[src/rtl/arbdet_pkg.sv]
// Shared constants and types for the arbitration loss detector.
// Assumes a frame of eight data bits followed by one acknowledge bit.
package arbdet_pkg;
    localparam int FRAME_BITS = 9;
    localparam int POS_W      = $clog2(FRAME_BITS + 1);
    typedef logic [POS_W-1:0] pos_t;
endpackage

[src/rtl/arbdet_line_events.sv]
// Finds clock-line edges and start/stop conditions from registered levels.
// Assumes scl_in/sda_in are already synchronized to clk; idle bus is high.
module arbdet_line_events (
    input  logic clk,
    input  logic rst_n,
    input  logic scl_in,
    input  logic sda_in,
    output logic scl_rise,
    output logic scl_fall,
    output logic start_ev,
    output logic stop_ev
);
    logic scl_q;
    logic sda_q;

    // Keep the previous line levels for edge detection.
    always_ff @(posedge clk) begin
        if (!rst_n) begin
            scl_q <= 1'b1;
            sda_q <= 1'b1;
        end else begin
            scl_q <= scl_in;
            sda_q <= sda_in;
        end
    end

    // Decode edges and bus conditions from old and new levels.
    always_comb begin
        scl_rise = scl_in & ~scl_q;
        scl_fall = ~scl_in & scl_q;
        start_ev = scl_in & scl_q & sda_q & ~sda_in;
        stop_ev  = scl_in & scl_q & ~sda_q & sda_in;
    end
endmodule

[src/rtl/arbdet_bit_pos.sv]
// Counts SCL pulses within a frame: 1..FRAME_BITS, then wraps to 1.
// Assumes a start condition never coincides with an SCL rising edge.
module arbdet_bit_pos #(
    parameter int FRAME_BITS = arbdet_pkg::FRAME_BITS,
    parameter int POS_W      = arbdet_pkg::POS_W
) (
    input  logic             clk,
    input  logic             rst_n,
    input  logic             scl_rise,
    input  logic             start_ev,
    output logic [POS_W-1:0] cur_bit,
    output logic             last_bit
);
    localparam logic [POS_W-1:0] LAST = POS_W'(FRAME_BITS);
    localparam logic [POS_W-1:0] ONE  = POS_W'(1);

    logic [POS_W-1:0] pos_q;

    // Number of the bit sampled at the next rising edge.
    always_comb begin
        if (pos_q == '0 || pos_q == LAST) cur_bit = ONE;
        else                              cur_bit = pos_q + ONE;
        last_bit = (pos_q == LAST);
    end

    // Advance on each rising edge; restart on a start condition.
    always_ff @(posedge clk) begin
        if (!rst_n)        pos_q <= '0;
        else if (start_ev) pos_q <= '0;
        else if (scl_rise) pos_q <= cur_bit;
    end
endmodule

[src/rtl/arbdet_compare.sv]
// Compares the driven bit with the line at each SCL rise and remembers losses per frame.
// Assumes tx_bit=1 means the line is released by the local driver.
module arbdet_compare #(
    parameter int FRAME_BITS = arbdet_pkg::FRAME_BITS,
    parameter int POS_W      = arbdet_pkg::POS_W
) (
    input  logic             clk,
    input  logic             rst_n,
    input  logic             scl_rise,
    input  logic             start_ev,
    input  logic [POS_W-1:0] cur_bit,
    input  logic             xmit_mode,
    input  logic             tx_bit,
    input  logic             sda_in,
    output logic             checked,
    output logic             miss_now,
    output logic             miss_seen
);
    localparam logic [POS_W-1:0] LAST = POS_W'(FRAME_BITS);
    localparam logic [POS_W-1:0] ONE  = POS_W'(1);

    // Decide whether this edge is checked and whether it shows a loss.
    always_comb begin
        checked  = scl_rise & ((cur_bit != LAST) | xmit_mode);
        miss_now = checked & tx_bit & ~sda_in;
    end

    // Loss memory: fresh at bit 1 and at start, sticky within the frame.
    always_ff @(posedge clk) begin
        if (!rst_n)                          miss_seen <= 1'b0;
        else if (start_ev)                   miss_seen <= 1'b0;
        else if (scl_rise && cur_bit == ONE) miss_seen <= miss_now;
        else if (miss_now)                   miss_seen <= 1'b1;
    end
endmodule

[src/rtl/i2c_arb_loss_det.sv]
// Arbitration loss detector: keeps the loss flag and the data-driver disable.
// Assumes synchronized inputs and a one-cycle clr_stb pulse from software.
module i2c_arb_loss_det #(
    parameter int FRAME_BITS = arbdet_pkg::FRAME_BITS
) (
    input  logic clk,
    input  logic rst_n,
    input  logic scl_in,
    input  logic sda_in,
    input  logic tx_bit,
    input  logic xmit_mode,
    input  logic mode_byte,
    input  logic stop_en,
    input  logic clr_stb,
    output logic arb_lost,
    output logic sda_off
);
    localparam int POS_W = $clog2(FRAME_BITS + 1);

    logic             scl_rise, scl_fall, start_ev, stop_ev;
    logic [POS_W-1:0] cur_bit;
    logic             last_bit;
    logic             checked, miss_now, miss_seen;
    logic             set_ev, clr_ev;

    arbdet_line_events u_ev (
        .clk(clk), .rst_n(rst_n), .scl_in(scl_in), .sda_in(sda_in),
        .scl_rise(scl_rise), .scl_fall(scl_fall),
        .start_ev(start_ev), .stop_ev(stop_ev)
    );

    arbdet_bit_pos #(.FRAME_BITS(FRAME_BITS), .POS_W(POS_W)) u_pos (
        .clk(clk), .rst_n(rst_n), .scl_rise(scl_rise), .start_ev(start_ev),
        .cur_bit(cur_bit), .last_bit(last_bit)
    );

    arbdet_compare #(.FRAME_BITS(FRAME_BITS), .POS_W(POS_W)) u_cmp (
        .clk(clk), .rst_n(rst_n), .scl_rise(scl_rise), .start_ev(start_ev),
        .cur_bit(cur_bit), .xmit_mode(xmit_mode), .tx_bit(tx_bit),
        .sda_in(sda_in), .checked(checked), .miss_now(miss_now),
        .miss_seen(miss_seen)
    );

    // Set and clear requests for the flag, per update mode.
    always_comb begin
        if (mode_byte) set_ev = scl_fall & last_bit & miss_seen;
        else           set_ev = miss_now;
        clr_ev = (clr_stb | (~mode_byte & checked & ~miss_now)) & ~set_ev;
    end

    // Status flag register.
    always_ff @(posedge clk) begin
        if (!rst_n)      arb_lost <= 1'b0;
        else if (set_ev) arb_lost <= 1'b1;
        else if (clr_ev) arb_lost <= 1'b0;
    end

    // Driver disable: rises with the flag when enabled, drops on clear or stop.
    always_ff @(posedge clk) begin
        if (!rst_n)                 sda_off <= 1'b0;
        else if (set_ev && stop_en) sda_off <= 1'b1;
        else if (clr_ev || stop_ev) sda_off <= 1'b0;
    end
endmodule

[config.mk]
export PLATFORM = sky130hd
export DESIGN_NAME = i2c_arb_loss_det
export DESIGN_NICKNAME = d
export VERILOG_FILES = /design/src/rtl/arbdet_pkg.sv /design/src/rtl/arbdet_line_events.sv /design/src/rtl/arbdet_bit_pos.sv /design/src/rtl/arbdet_compare.sv /design/src/rtl/i2c_arb_loss_det.sv
export SDC_FILE = /design/constraint.sdc
export NUM_CORES = 1
export LEC_CHECK = 0
export ABC_AREA = 1
export BUFFER_PORTS_ARGS = -buffer_cell sky130_fd_sc_hd__buf_2
export CORE_MARGIN = 5
export CORE_UTILIZATION = 40
export CTS_BUF_LIST = sky130_fd_sc_hd__clkbuf_8
export DETAILED_ROUTE_END_ITERATION = 8
export SLEW_MARGIN = 20
export SYNTH_ARGS = -nofsm -noshare
export SYNTH_HDL_FRONTEND = slang
export SYNTH_SLANG_ARGS = --single-unit
[constraint.sdc]
create_clock -name clk -period 1.6 [get_ports clk]
set_input_delay 0.24 -clock clk [delete_from_list [all_inputs] [get_ports clk]]
set_output_delay 0.24 -clock clk [all_outputs]
set_load 0.02 [all_outputs]
Word-level counts from Yosys, hierarchy flattened
Index checks and enable logic that the tools add are counted.
Storage, ports and cells
  bits in registers: 9
  input port bits: 9
  output and inout port bits: 2
  word-level logic and storage cells: 52
Cells by class
  $add $sub $neg: 1
  equality and inequality tests: 3
  muxes and demuxes: 8
  bitwise logic cells: 25
  reduce and logical (&&, ||, !) cells: 9
Operators with widths (count)
  $and A1 B1 Y1: 15
  $not A1 Y1: 8
  $mux W1: 7
  $reduce_bool A2 Y1: 3
  $add A4 B1 Y4 const B: 1
  $eq A4 B1 Y1 const B: 1
  $eq A4 B4 Y1 const B: 1
  $logic_not A4 Y1: 1
  $mux W4: 1
  $ne A4 B4 Y1 const B: 1
  $logic_and A1 B1 Y1: 2
  $logic_or A1 B1 Y1: 2
  $or A1 B1 Y1: 2
  $reduce_or A2 Y1: 1

Longest topological paths before layout
  word-level depth: 15
  depth in mapped cells: 11
  depth with buffers taken out: 11

Modules after synthesis
A second synthesis with hierarchy kept.
Second synthesis, totals
  cells, all modules: 94
  area, all modules: 596.8 sq um
By module, submodules not included
  arbdet_bit_pos: times used 1, cells each 39, area each 269.0 sq um, seq. area each 80.1 sq um
  i2c_arb_loss_det: times used 1, cells each 21, area each 127.6 sq um, seq. area each 40.0 sq um
  arbdet_compare: times used 1, cells each 19, area each 111.4 sq um, seq. area each 20.0 sq um
  arbdet_line_events: times used 1, cells each 15, area each 88.8 sq um, seq. area each 40.0 sq um

Worst setup path before layout
Ideal clock, no wire load.
  path type: register to register
  from: reg u_pos.pos_q[0]
  to: reg sda_off
  setup time: 0.112 ns
  arrival time: 1.425 ns
  data required time: 1.488 ns
  setup slack: 0.063 ns
  stages on the path, launching flop included: 9
  buffers on the path: 0
  clock period less this slack: 1.537 ns
  path through: dfxtp_1 > inv_1 > ha_1 > o211ai_1 > nand3_2 > nand4_1 > nand2_1 > a21oi_2 > nor2_1
Between the ends
  word-level cells in the longest chain between the ends: 14
  elaborated cells between the ends (all ways): 23
  classes of those cells: add/sub (1); eq/ne (2); mux (3); bitwise (12); reduce/logical (5)
RTL lines
  from (decl): RTL line arbdet_bit_pos.sv:17  | logic [POS_W-1:0] pos_q;
  from (signal assigned): RTL line arbdet_bit_pos.sv:30  | else if (scl_rise) pos_q <= cur_bit;
  branches (longest 14 deep; another with $add A4 B1 Y4)
  to (signal assigned): RTL line i2c_arb_loss_det.sv:60  | if (!rst_n) sda_off <= 1'b0;
  to (signal assigned): RTL line i2c_arb_loss_det.sv:61  | else if (set_ev && stop_en) sda_off <= 1'b1;
  to (signal assigned): RTL line i2c_arb_loss_det.sv:62  | else if (clr_ev || stop_ev) sda_off <= 1'b0;
  to (decl): RTL line i2c_arb_loss_det.sv:16  | output logic sda_off
Several ways; the timed one is not identified.
A chain may end at the register's enable or synchronous reset.

Worst setup path in the final report
  from: reg u_pos.pos_q[1]
  to: reg sda_off
Same word-level chain as after synthesis.

==> impl.org <==
** Status
- Outcome :: finished, final reports clean

** Run
- Max Cap Violations :: 0

** Floorplan
- Total I/O pin count :: 11
- For this configuration, the core starts out at a cell density of 0.4142.
- In this run the core area contains 13 standard-cell rows.
- The floorplan step set the die height to ~46 um.
- Die width :: approximately 46 um
- Die Area :: 2139 um^2
- Core footprint :: ~1300 um^2

** Cells and area
- The area growth from synthesis to layout is 35.48%.
- Summing all flip-flop and latch instances after layout gives around 180 um^2.
- Summing all multi-input logic gate instances after layout gives between 300 and 400 um^2.
- For this run, the share of the core covered by cells in the final layout is 0.5611.
- Counting the fill cells in the layout gives 110.
- For this run, the post-layout net count is between 100 and 150.
- Fraction of final layout cells with drive strength greater than 1 :: 0.3977
- The repair_antennas step left the layout with diodes totalling 0.
- After routing the design area is around 710 um^2.

** Critical path
- Setup slack of the worst register-to-register path :: 0.04 ns
- The worst setup path is of the reg -> reg kind.
- Of all nets on the critical path, the largest fanout is 3.
- Startpoint type of the worst setup path :: register
- Signal arrival time at the worst endpoint :: ~1.7 ns
- Worst Reg2Reg Path Length in Cells :: 8
- CP cell instances :: inv_2, ha_4, o211ai_1, nand3_2, nand4_1, nand2_2, a21oi_2, nor2_1
- Buffers & Inverters on Critical Path :: 1
- STA classifies the critical path endpoint as a register.
- Data on the critical path is required at its endpoint by ~1.7 ns.
- In this run the critical register-to-register path is captured at sda_off$_SDFFE_PN0P_.
- The largest individual stage delay along the critical path comes from the cell sky130_fd_sc_hd__dfxtp_2.
- The cell family contributing the most delay on the critical path is simple AND/OR/NAND/NOR gates.
- In this run the worst setup path begins at u_pos.pos_q[1]$_SDFFE_PP0P_.
- Reg2Reg Launch Point :: u_pos.pos_q[1]$_SDFFE_PP0P_
- Crit-path max cell delay :: between 0.3 and 0.4 ns

** Place
- HPWL after DPL :: 821 um
- Port bufs :: 10
- Cell area after placement :: about 600 um^2
- Weighted congestion at the end of routability-driven global placement :: roughly 0.76

** Global routing
- Antenna violations before repair :: 0
- Met2 Resource Use GR :: 0.1703
- For met3 alone, demand over resource in global routing was 0.05859.
- Maximum number of pins on one net before global-route repair :: 13
- The first global-routing pass estimated around 1900 um of wire.
- The number of global-route vias before repair was between 400 and 500.
- Grt total ovfl :: 0
- met2 is the most crowded layer.
- For met1 alone, demand over resource in global routing was 0.1671.
- Global-route usage over all layers :: 0.1228

** Route
- Antenna violation net count after detailed routing :: 0
- First-iteration detailed-routing DRC count :: 14
- Detailed routing inserted a total of slightly above 500 vias.
- The final layout contains routed wiring with a total length of ~1100 um.
- The first detailed-routing pass ran for 4 iterations.
- After detailed routing, the number of vias per cell comes to about 4.9.
- For this run, design rule violations remaining after detail routing come to 0.
- Average detailed-routed wire length per instance :: ~10 um

** Hold path
- Terminating pin of the worst hold path :: u_ev.scl_q$_SDFF_PN1_
- Worst min-delay path startpoint :: rst_n
- Number of cells traversed by the worst hold path :: 2
- The tightest min-delay check is of the in -> reg type.

** Synthesis
- Async SR Flop Fraction :: 0
- Post-synth cell types :: 21
- Number of enable flip-flop cells after synthesis :: 0
- Counting every net in the synthesized netlist gives 83.
- Yosys printed 0 warnings.
- Post-synthesis instance area :: roughly 530 um^2
- Counting every instance in the synthesized netlist gives 71.
- Most common flop cell mapped by yosys :: sky130_fd_sc_hd__dfxtp_1
- Syn avg cell area :: approximately 7.4 um^2
- Post-synthesis sequential area ratio :: 0.3429
- In this run, synthesis produced a sequential element count of 9.

** Clocking
- Number of buffers created by CTS :: 3
- Maximum buffer depth of the clock tree :: 2
- H-Tree Depth :: 1
- Skew-Pair Late Insertion Delay :: approximately 0.23 ns
- CTS sink count :: 9
- CTS clk-pin slew, worst paths :: ~0.050 ns
- TritonCTS built the clock tree.
- The tree is rooted in a sky130_fd_sc_hd__clkbuf_8.

** STA
- Fmax :: between 600 and 700 MHz
- Worst clock skew on the final layout :: between 0.0015 and 0.002 ns
- Setup repair after global routing could not meet its margin everywhere.
- Count of final max-slew check failures :: 0
- Adding up every negative setup slack in the final design gives 0 ns.
- Measured against its own limit, the worst slew margin works out to 0.8108.
- Slew at the pin closest to its max-slew limit :: 0.2826 ns
- For the finished layout, the period the worst path requires is 1.559 ns.
- Of the available clock period, the critical path in the final layout requires 0.9742.
- The hold violation total from the final report was 0.
- Setup Viol. Count Final :: 0

** Pwr
- The analysis attributes to cell leakage a power of 0.3240 nW.
- Total power divided by cell area :: between 800 and 900 nW/um^2
- Worst vdd rail ir drop :: about 0.74 mV
flip-flops by register name, summed over array words and instances, names as in the netlist:
signal	count
u_pos.pos_q	4
arb_lost	1
sda_off	1
u_cmp.miss_seen	1
u_ev.scl_q	1
u_ev.sda_q	1
logic make-up (layout without fill, tap and decap cells):
| family | after synthesis | count (layout) | synth area share |
|---|---|---|---|
| AO/OA/AOI/OAI | 14 | 14 | 0.1643 |
| XOR/XNOR | 1 | 1 | 0.01667 |
| adder cells (fa/ha/maj) | 3 | 3 | 0.07144 |
| AND/OR/NAND/NOR | 32 | 32 | 0.3167 |
| buffers and inverters | 12 | 29 | 0.08809 |
| flip-flops | 9 | 9 | 0.3429 |
power breakdown:
group | internal (W) | switching, W | total [W]
clock | 0.000167 | 0.0000871 | 0.000254
combinational | 0.0000369 | 0.0000474 | 0.0000843
sequential | 0.000234 | 0.00000786 | 0.000241
stage by stage:
| step | hold slack (ns) | cells | total power (W) | setup WS [ns] |
|---|---|---|---|---|
| floorplan | 0.3088 | 71 | 0.0002912 | 0.06272 |
| global placement | 0.4542 | 98 | 0.0003171 | 0.04600 |
| detailed placement | 0.4545 | 98 | 0.0003176 | 0.03246 |
| CTS | 0.2125 | 102 | 0.0005787 | 0.01859 |
| global route | 0.2186 | 103 | 0.0006194 | -0.03350 |
| finish | 0.2179 | 103 | 0.0005796 | 0.04131 |
worst max-delay path by stage:
stage | to | slack (ns) | cells past startpoint
floorplan | sda_off$_SDFFE_PN0P_ | 0.06 | 8
global placement | sda_off$_SDFFE_PN0P_ | 0.05 | 8
detailed placement | sda_off$_SDFFE_PN0P_ | 0.03 | 8
CTS | sda_off$_SDFFE_PN0P_ | 0.02 | 8
global route | sda_off$_SDFFE_PN0P_ | -0.03 | 8
finish | sda_off$_SDFFE_PN0P_ | 0.04 | 8
area by class of cell:
type / count / area share
multi-input combinational: 50 / 0.4728
clock inverter: 1 / 0.005272
timing repair buffer: 14 / 0.1230
sequential: 9 / 0.2566
tap: 15 / 0.02636
inverter: 11 / 0.05800
clock buffer: 3 / 0.05800
metal layers:
layer  vias up  share of wire
met4         0         0.0074
met1       223           0.48
met5         -              0
li1        267              -
met2        11           0.46
met3         2          0.052
synthesized netlist by cell type (all sizes together), types with 2 or more instances:
cell | n | share of area
o21ai | 5 | 0.048
ha | 3 | 0.071
dfxtp | 9 | 0.34
nand3 | 9 | 0.12
nand2 | 13 | 0.098
nand4 | 2 | 0.024
a21oi | 4 | 0.045
inv | 11 | 0.079
nor2 | 8 | 0.071
cells in the final DEF, fill, tap and decap left out, types with 3 or more instances in the layout:
cell type	Yosys	routed
sky130_fd_sc_hd__nand2_1	12	11
sky130_fd_sc_hd__buf_2	1	10
sky130_fd_sc_hd__inv_1	9	8
sky130_fd_sc_hd__dfxtp_1	9	7
sky130_fd_sc_hd__nor2_1	7	6
sky130_fd_sc_hd__nand3_1	5	5
sky130_fd_sc_hd__o21ai_0	5	5
sky130_fd_sc_hd__inv_2	2	4
sky130_fd_sc_hd__nand3_2	4	4
sky130_fd_sc_hd__a21oi_1	3	3
sky130_fd_sc_hd__clkbuf_8	0	3
timing repair:
item / 4_1_cts / 5_1_grt
endpoints found under the setup margin: 0 / 2
hold buffers: 0 / 0
gates resized for setup: 0 / 12
setup buffers: 0 / 1
No activity file was read; power rests on OpenSTA's default activity.
